<file path="config.mk">
export PLATFORM = sky130hd
export DESIGN_NAME = addr_out_gpio
export DESIGN_NICKNAME = d
export VERILOG_FILES = /design/src/rtl/addr_out_gpio_pkg.sv /design/src/rtl/aog_sync.sv /design/src/rtl/aog_word_out.sv /design/src/rtl/aog_gpio.sv /design/src/rtl/addr_out_gpio.sv
export SDC_FILE = /design/constraint.sdc
export NUM_CORES = 1
export LEC_CHECK = 0
export CAP_MARGIN = 20
export CORE_MARGIN = 5
export CORE_UTILIZATION = 56
export DETAILED_ROUTE_END_ITERATION = 16
export DONT_BUFFER_PORTS = 1
export PLACE_DENSITY_LB_ADDON = 0.12
export SETUP_SLACK_MARGIN = 0.1
export SKIP_LAST_GASP = 1
export SYNTH_ARGS = -nofsm -noshare
export SYNTH_HDL_FRONTEND = slang
export SYNTH_HIERARCHICAL = 1
export SYNTH_SLANG_ARGS = --single-unit
</file>
<file path="constraint.sdc">
create_clock -name clk_i -period 1.47 [get_ports clk_i]
set_clock_uncertainty 0.05 [all_clocks]
set_input_delay 0.2205 -clock clk_i [delete_from_list [all_inputs] [get_ports clk_i]]
set_output_delay 0.2205 -clock clk_i [all_outputs]
set_load 0.02 [all_outputs]
</file>
<file path="src/rtl/addr_out_gpio_pkg.sv">
package addr_out_gpio_pkg;
  localparam int unsigned ADDR_W = 7;
  localparam int unsigned BYTE_W = 8;
  localparam logic [ADDR_W-1:0] ADR_WORD = 7'h00;
  localparam logic [ADDR_W-1:0] ADR_DIR  = 7'h02;
  localparam logic [ADDR_W-1:0] ADR_PORT = 7'h03;
endpackage

</file>
<file path="src/rtl/aog_sync.sv">
module aog_sync #(
  parameter int unsigned WIDTH  = 8,
  parameter int unsigned STAGES = 2
) (
  input  logic             clk_i,
  input  logic             rst_ni,
  input  logic [WIDTH-1:0] d_i,
  output logic [WIDTH-1:0] q_o
);
  logic [STAGES-1:0] chain [WIDTH];

  for (genvar b = 0; b < WIDTH; b++) begin : g_bit
    always_ff @(posedge clk_i or negedge rst_ni) begin
      if (!rst_ni) chain[b] <= '0;
      else         chain[b] <= {chain[b][STAGES-2:0], d_i[b]};
    end
    assign q_o[b] = chain[b][STAGES-1];
  end
endmodule

</file>
<file path="src/rtl/aog_word_out.sv">
module aog_word_out #(
  parameter int unsigned BYTE_W = 8,
  parameter int unsigned CS_LEN = 4
) (
  input  logic              clk_i,
  input  logic              rst_ni,
  input  logic              sel_i,    // write strobe at word address
  input  logic              other_i,  // any strobe elsewhere
  input  logic [BYTE_W-1:0] wdata_i,
  output logic [2*BYTE_W-1:0] word_o,
  output logic              cs_no,
  output logic              ld_o
);
  localparam int unsigned CNT_W = $clog2(CS_LEN + 1);

  logic              second_q;
  logic [BYTE_W-1:0] hold_q;
  logic              ld_q;
  logic [CNT_W-1:0]  cs_cnt_q;

  always_ff @(posedge clk_i or negedge rst_ni) begin
    if (!rst_ni) begin
      second_q <= 1'b0;
      hold_q   <= '0;
      word_o   <= '0;
      ld_q     <= 1'b0;
    end else begin
      ld_q <= 1'b0;
      if (other_i) begin
        second_q <= 1'b0;
      end else if (sel_i) begin
        if (!second_q) begin
          hold_q   <= wdata_i;
          second_q <= 1'b1;
        end else begin
          word_o   <= {hold_q, wdata_i};
          second_q <= 1'b0;
          ld_q     <= 1'b1;
        end
      end
    end
  end

  // pulse starts the clock after the word update
  always_ff @(posedge clk_i or negedge rst_ni) begin
    if (!rst_ni)                cs_cnt_q <= '0;
    else if (ld_q)              cs_cnt_q <= CNT_W'(CS_LEN);
    else if (cs_cnt_q != '0)    cs_cnt_q <= cs_cnt_q - 1'b1;
  end

  assign cs_no = (cs_cnt_q == '0);
  assign ld_o  = ld_q;
endmodule

</file>
<file path="src/rtl/aog_gpio.sv">
module aog_gpio #(
  parameter int unsigned BYTE_W = 8
) (
  input  logic              clk_i,
  input  logic              rst_ni,
  input  logic              dir_wr_i,
  input  logic              port_wr_i,
  input  logic              rd_i,
  input  logic              port_rd_i,
  input  logic [BYTE_W-1:0] wdata_i,
  input  logic [BYTE_W-1:0] pin_sync_i,
  output logic [BYTE_W-1:0] oe_o,
  output logic [BYTE_W-1:0] out_o,
  output logic [BYTE_W-1:0] rdata_o
);
  always_ff @(posedge clk_i or negedge rst_ni) begin
    if (!rst_ni) begin
      oe_o    <= '0;
      out_o   <= '0;
      rdata_o <= '0;
    end else begin
      if (dir_wr_i)  oe_o  <= wdata_i;
      if (port_wr_i) out_o <= wdata_i;
      if (rd_i)      rdata_o <= port_rd_i ? pin_sync_i : '0;
    end
  end
endmodule

</file>
<file path="src/rtl/addr_out_gpio.sv">
module addr_out_gpio
  import addr_out_gpio_pkg::*;
#(
  parameter int unsigned CS_LEN  = 4,
  parameter int unsigned SYNC_ST = 2
) (
  input  logic              clk_i,
  input  logic              rst_ni,
  input  logic [ADDR_W-1:0] addr_i,
  input  logic [BYTE_W-1:0] wdata_i,
  input  logic              wr_i,
  input  logic              rd_i,
  output logic [BYTE_W-1:0] rdata_o,
  output logic [2*BYTE_W-1:0] word_o,
  output logic              cs_no,
  output logic [BYTE_W-1:0] gpio_out_o,
  output logic [BYTE_W-1:0] gpio_oe_o,
  input  logic [BYTE_W-1:0] gpio_in_i
);
  logic hit_word, hit_dir, hit_port;
  logic word_ld;
  logic [BYTE_W-1:0] pin_sync;

  assign hit_word = (addr_i == ADR_WORD);
  assign hit_dir  = (addr_i == ADR_DIR);
  assign hit_port = (addr_i == ADR_PORT);

  aog_word_out #(.BYTE_W(BYTE_W), .CS_LEN(CS_LEN)) u_word (
    .clk_i   (clk_i),
    .rst_ni  (rst_ni),
    .sel_i   (wr_i && hit_word),
    .other_i ((wr_i || rd_i) && !hit_word),
    .wdata_i (wdata_i),
    .word_o  (word_o),
    .cs_no   (cs_no),
    .ld_o    (word_ld)
  );

  aog_sync #(.WIDTH(BYTE_W), .STAGES(SYNC_ST)) u_sync (
    .clk_i  (clk_i),
    .rst_ni (rst_ni),
    .d_i    (gpio_in_i),
    .q_o    (pin_sync)
  );

  aog_gpio #(.BYTE_W(BYTE_W)) u_gpio (
    .clk_i      (clk_i),
    .rst_ni     (rst_ni),
    .dir_wr_i   (wr_i && hit_dir),
    .port_wr_i  (wr_i && hit_port),
    .rd_i       (rd_i),
    .port_rd_i  (hit_port),
    .wdata_i    (wdata_i),
    .pin_sync_i (pin_sync),
    .oe_o       (gpio_oe_o),
    .out_o      (gpio_out_o),
    .rdata_o    (rdata_o)
  );
endmodule

</file>
[Word level (Yosys, flattened, before mapping)]
Index checks and enable logic that the tools add are counted.
Word-level totals
  register bits after elaboration: 69
  bits in latches: 0
  RAM bits: 0
  bits in read-only memories: 0
  bits of input ports: 27
  output and inout bits: 41
  logic and storage cells: 43
  memories kept: 0
Operators by class
  $add $sub $neg: 1
  $mul: 0
  div/mod/pow operators: 0
  magnitude comparators: 0
  eq/ne operators: 2
  shift-type cells: 0
  mux-type cells: 9
  bitwise gates (word level): 2
  reductions and logical operators: 13
Operators by type and width (count)
  equality test 7 x 2 -> 1 bit, second input constant: 2
  2-to-1 mux 8 bit: 1
  zero test 7 bit: 1
  2-to-1 mux 1 bit: 6
  2-to-1 mux 3 bit: 2
  AND reduction 3 bit: 2
  logical AND 1 bit: 4
  nonzero test 2 bit: 2
  zero test 3 bit: 1
  nonzero test 3 bit: 1
  subtractor 3 x 1 -> 3 bit, second input constant: 1
  inverter 1 bit: 2
  zero test 1 bit: 1
  logical OR 1 bit: 1

[Depth between registers and ports, before layout]
  depth after elaboration: 5
  depth in mapped cells: 5
  depth with buffers taken out: 5

[Cells and area by module]
Netlist, hierarchy kept.
By module, submodules not included
  aog_word_out: instances 1, cells each 72, area each 1144.8 µm², seq. area each 725.7 µm²
  aog_gpio: instances 1, cells each 68, area each 929.6 µm², seq. area each 600.6 µm²
  aog_sync: instances 1, cells each 24, area each 460.4 µm², seq. area each 400.4 µm²
  addr_out_gpio: instances 1, cells each 9, area each 78.8 µm², seq. area each 0.0 µm²

[Worst setup path after synthesis]
Ideal clock, no wire load.
  path type: input port to flip-flop
  from: input port addr_i[5]
  to: register u_word.hold_q[0]
  setup time: 125 ps
  arrival: 2190 ps
  required time: 1295 ps
  setup slack: -895 ps
  stages: 4
  cell sequence: or4_4 > nor4_1 > nor3b_4 > mux2_2
On the way
  longest elaborated chain between the ends: 5
  elaborated cells between the ends (all ways): 6
  those cells by class: bitwise: 1; reduce/logical: 5
RTL lines
  start, declared: RTL line addr_out_gpio.sv:9  | input logic [ADDR_W-1:0] addr_i,
  zero test 7 bit *: RTL line addr_out_gpio.sv:24  | assign hit_word = (addr_i == ADR_WORD);
  zero test 1 bit: RTL line addr_out_gpio.sv:32  | .other_i ((wr_i || rd_i) && !hit_word),
  logical AND 1 bit: RTL line addr_out_gpio.sv:32
  inverter 1 bit (no source line)
  AND reduction 3 bit (no source line) *
  end signal, assigned: RTL line aog_word_out.sv:33  | hold_q <= wdata_i;
  end, declared: RTL line aog_word_out.sv:17  | logic [BYTE_W-1:0] hold_q;
Every way passes the cells marked *; elsewhere a longest branch is shown, timed or not.
A chain may end at the register's enable or synchronous reset.

[Worst setup path after layout]
  from: input port addr_i[5]
  to: register u_word.hold_q[6]
Same word-level chain as after synthesis.

==> results.py <==
metrics = {
    "status": {
        "violations": "negative hold slack, negative setup slack",
        "outcome": "complete, but fails checks",
    },
    "clock_tree": {
        "cts_max_level": 3,
        "cts_root_buf": "clkbuf_8",
        "clk_latency_ns": 0.34,
        "cts_sinks": 69,
        "cts_tree": "done",
        "clk_pin_slew_ns": 0.08,
        "ctsHoldBuffers": 17,
        "clockBufferDepth": 2,
        "cts_buffers": 9,
    },
    "timing": {
        "setup_viol": 41,
        "fin_ws_ns": -0.146,
        "max-slew-margin-rel_pct": 69.0,
        "hold_viol_final": 69,
        "fmaxAchievable_mhz": 619,
        "hold_slack_ns": -0.483,
        "tightest_slew_ns": 0.464,
        "rsz0062_at_grt": "yes",
        "finalCritPeriodShare_pct": 110,
        "maxSlewViolCount": 0,
        "period_minus_slack_ns": 1.62,
    },
    "global_route": {
        "grt_pass1_vias": 1624,
        "grt-ovfl-total": 0,
        "antenna_found_initial": 0,
        "grt_pass1_wl_um": 8020,
        "grt_max_degree": 70,
        "grt.total_usage_pct": 17.6,
    },
    "synth": {
        "synth_top_family_by_area": "multiplexers",
        "postSynthNetCount": 202,
        "syn_inst": 173,
        "netlist_area_um2": 2610,
        "synthSimpleGateAreaFrac_pct": 6.32,
        "yosys-top-cells-area": "dfrtp_1 66%, mux2_2 17%, buf_4 2.3%",
        "yosys.area.top_type_share_pct": 66.1,
        "ys_seq_area_share_pct": 66.1,
        "synth.distinct_cells": 24,
        "ys_warn_count": 6,
        "synth_mux_area_share_pct": 17.2,
        "yosys_register_bits": 69,
        "synth_xor_area_share_pct": 0.670,
        "synth_fa_ha_area_share_pct": 0.957,
        "synth_compound_area_share_pct": 2.68,
        "yosysTopAreaCell": "dfrtp_1",
        "syn_avg_cell_area_um2": 15.1,
    },
    "placement": {
        "place.gp.congestion": 0.735,
        "post-dp-hpwl_um": 3230,
        "io_buffers": 0,
        "place_inst": 218,
        "dp_slack_ns": -0.538,
    },
    "run": {
        "maxCapViolCount": 0,
    },
    "detailed_routing": {
        "ant_nets": 0,
        "drc_errors": 0,
        "wl_per_cell_um": 18.7,
        "viasPerCell": 5.58,
        "routed_wl_um": 4850,
        "num_vias": 1452,
        "drt-initial-drc-count": 52,
        "dr.pass1.iters": 4,
    },
    "setup_path": {
        "crit_arrival_ns": 1.79,
        "crit_required_ns": 1.64,
        "end_kind": "register",
        "r2r_cells": 3,
        "r2r_end": "u_word/hold_q[6]",
        "startpoint_type": "primary input",
        "reg2reg_from": "u_word/second_q",
        "critPathMaxFanout": 4,
        "r2r_slack_ns": 0.11,
        "crit_type": "in2reg",
    },
    "finish": {
        "num_antenna_cells": 0,
        "syn_to_final_growth_pct": 20.2,
        "multi_input_area_um2": 786,
        "fillers": 310,
        "layout-drive-gt1-share_pct": 40.9,
        "regArea_um2": 1730,
        "post-route-util_pct": 70.7,
        "final_cells": 260,
        "final_nets": 232,
    },
    "pwr": {
        "ir_drop_mv": 0.698,
        "fin_total_pwr_w": 0.00431,
        "leakagePower_nw": 1.54,
        "power_density_nw_per_um2": 1370,
    },
    "die": {
        "initial_core_util_pct": 58.8,
        "fp.dieH_um": 78.3,
        "dieArea_um2": 6130,
        "ios": 68,
        "core-area_um2": 4440,
        "rows": 24,
        "die_w_um": 78.3,
    },
    "min_path": {
        "hold_path_class": "in2async",
    },
}
-- area by class of cell --
class                           count  share of cell area, %
Sequential cell                    69                   54.9
Timing Repair Buffer               32                   9.24
Tap cell                           52                   2.07
Clock inverter                      6                   2.75
Inverter                           13                   1.63
Clock buffer                       10                   4.38
Multi-Input combinational cell     78                   25.0
-- report_power, final --
group,switching (W),internal [W],total (W)
Combinational,0.000211,0.000292,0.000503
Clock,0.000694,0.000998,0.00169
Sequential,0.000112,0.00201,0.00212
-- synthesized netlist by cell type --
master / number
a211oi_1: 1
a21oi_1: 1
buf_4: 8
buf_6: 4
clkbuf_2: 1
dfrtp_1: 69
ha_1: 2
inv_1: 13
mux2_2: 40
nand2_1: 1
nand2b_1: 2
nand3_1: 8
nand3b_4: 1
nor2_1: 3
nor3_1: 1
nor3b_4: 1
nor4_1: 1
nor4b_2: 2
o21ai_0: 8
o22a_2: 1
o31ai_1: 1
or3_1: 1
or4_4: 1
xnor2_1: 2
-- per-stage QoR --
step / hold slack [ns] / TNS [ns] / cell area, µm²
2_1_floorplan: -0.125 / -14.88 / 2630
3_3_place_gp: -0.123 / -17.73 / 2630
3_5_place_dp: -0.124 / -19.14 / 2630
4_1_cts: -0.496 / -5.03 / 3120
6_report: -0.483 / -4.83 / 3140
5_1_grt: -0.505 / -6.62 / 3140
-- kinds of logic (layout without fill, tap and decap cells) --
family | after synthesis | count (layout)
XOR/XNOR | 2 | 2
buffers and inverters | 26 | 61
flip-flops | 69 | 69
multiplexers | 40 | 40
adder cells (fa/ha/maj) | 2 | 2
AO/OA/AOI/OAI | 12 | 12
AND/OR/NAND/NOR | 22 | 22
-- cell usage in the layout (no fill, tap or decap), types with 2 or more instances in the layout --
master	count
clkbuf_8	10
bufinv_16	2
clkinv_2	2
buf_6	2
nor2_1	3
nor4b_4	2
dfrtp_1	69
inv_2	3
inv_1	9
nand3_1	8
dlygate4sd3_1	17
xnor2_1	2
o21ai_0	8
mux2_2	40
buf_4	13
-- metal layers --
| layer | GRT usage, % | wire length (µm) | up-vias |
|---|---|---|---|
| met3 | 7.67 | 438 | 12 |
| met4 | 6.82 | 90 | 0 |
| met1 | 19.1 | 1790 | 745 |
| li1 | - | - | 641 |
| met5 | 0 | 0 | - |
| met2 | 30.4 | 2530 | 54 |
-- registers in the layout, summed over array words and instances (netlist names) --
register	flops
u_gpio/out_o	8
u_word/hold_q	8
u_word/cs_cnt_q	3
u_word/ld_o	1
u_sync/q_o	8
u_gpio/rdata_o	8
u_word/second_q	1
u_gpio/oe_o	8
u_word/word_o	16
u_sync/chain	8
-- worst max-delay path by stage --
stage	start	endpoint	slack [ns]	depth (start not counted)
finish	addr_i[5]	u_word/hold_q[6]	-0.15	5
global route	addr_i[5]	u_word/hold_q[6]	-0.19	5
CTS	addr_i[5]	u_word/hold_q[6]	-0.16	5
detailed placement	addr_i[5]	u_word/hold_q[6]	-0.54	5
global placement	addr_i[5]	u_word/hold_q[6]	-0.50	5
floorplan	addr_i[5]	u_word/hold_q[0]	-0.59	4
-- critical path, stage by stage --
cell	delay [ns]
or4_4	0.55
nor4_4	0.25
nor3b_4	0.26
buf_4	0.18
mux2_2	0.33
-- what timing repair did --
action,in CTS,in global routing
gates resized for setup,11,1
pin swaps,1,1
endpoints found under the setup margin,41,44
buffers inserted,7,2
hold endpoints to repair,117,69
No activity file was read; power rests on OpenSTA's default activity.
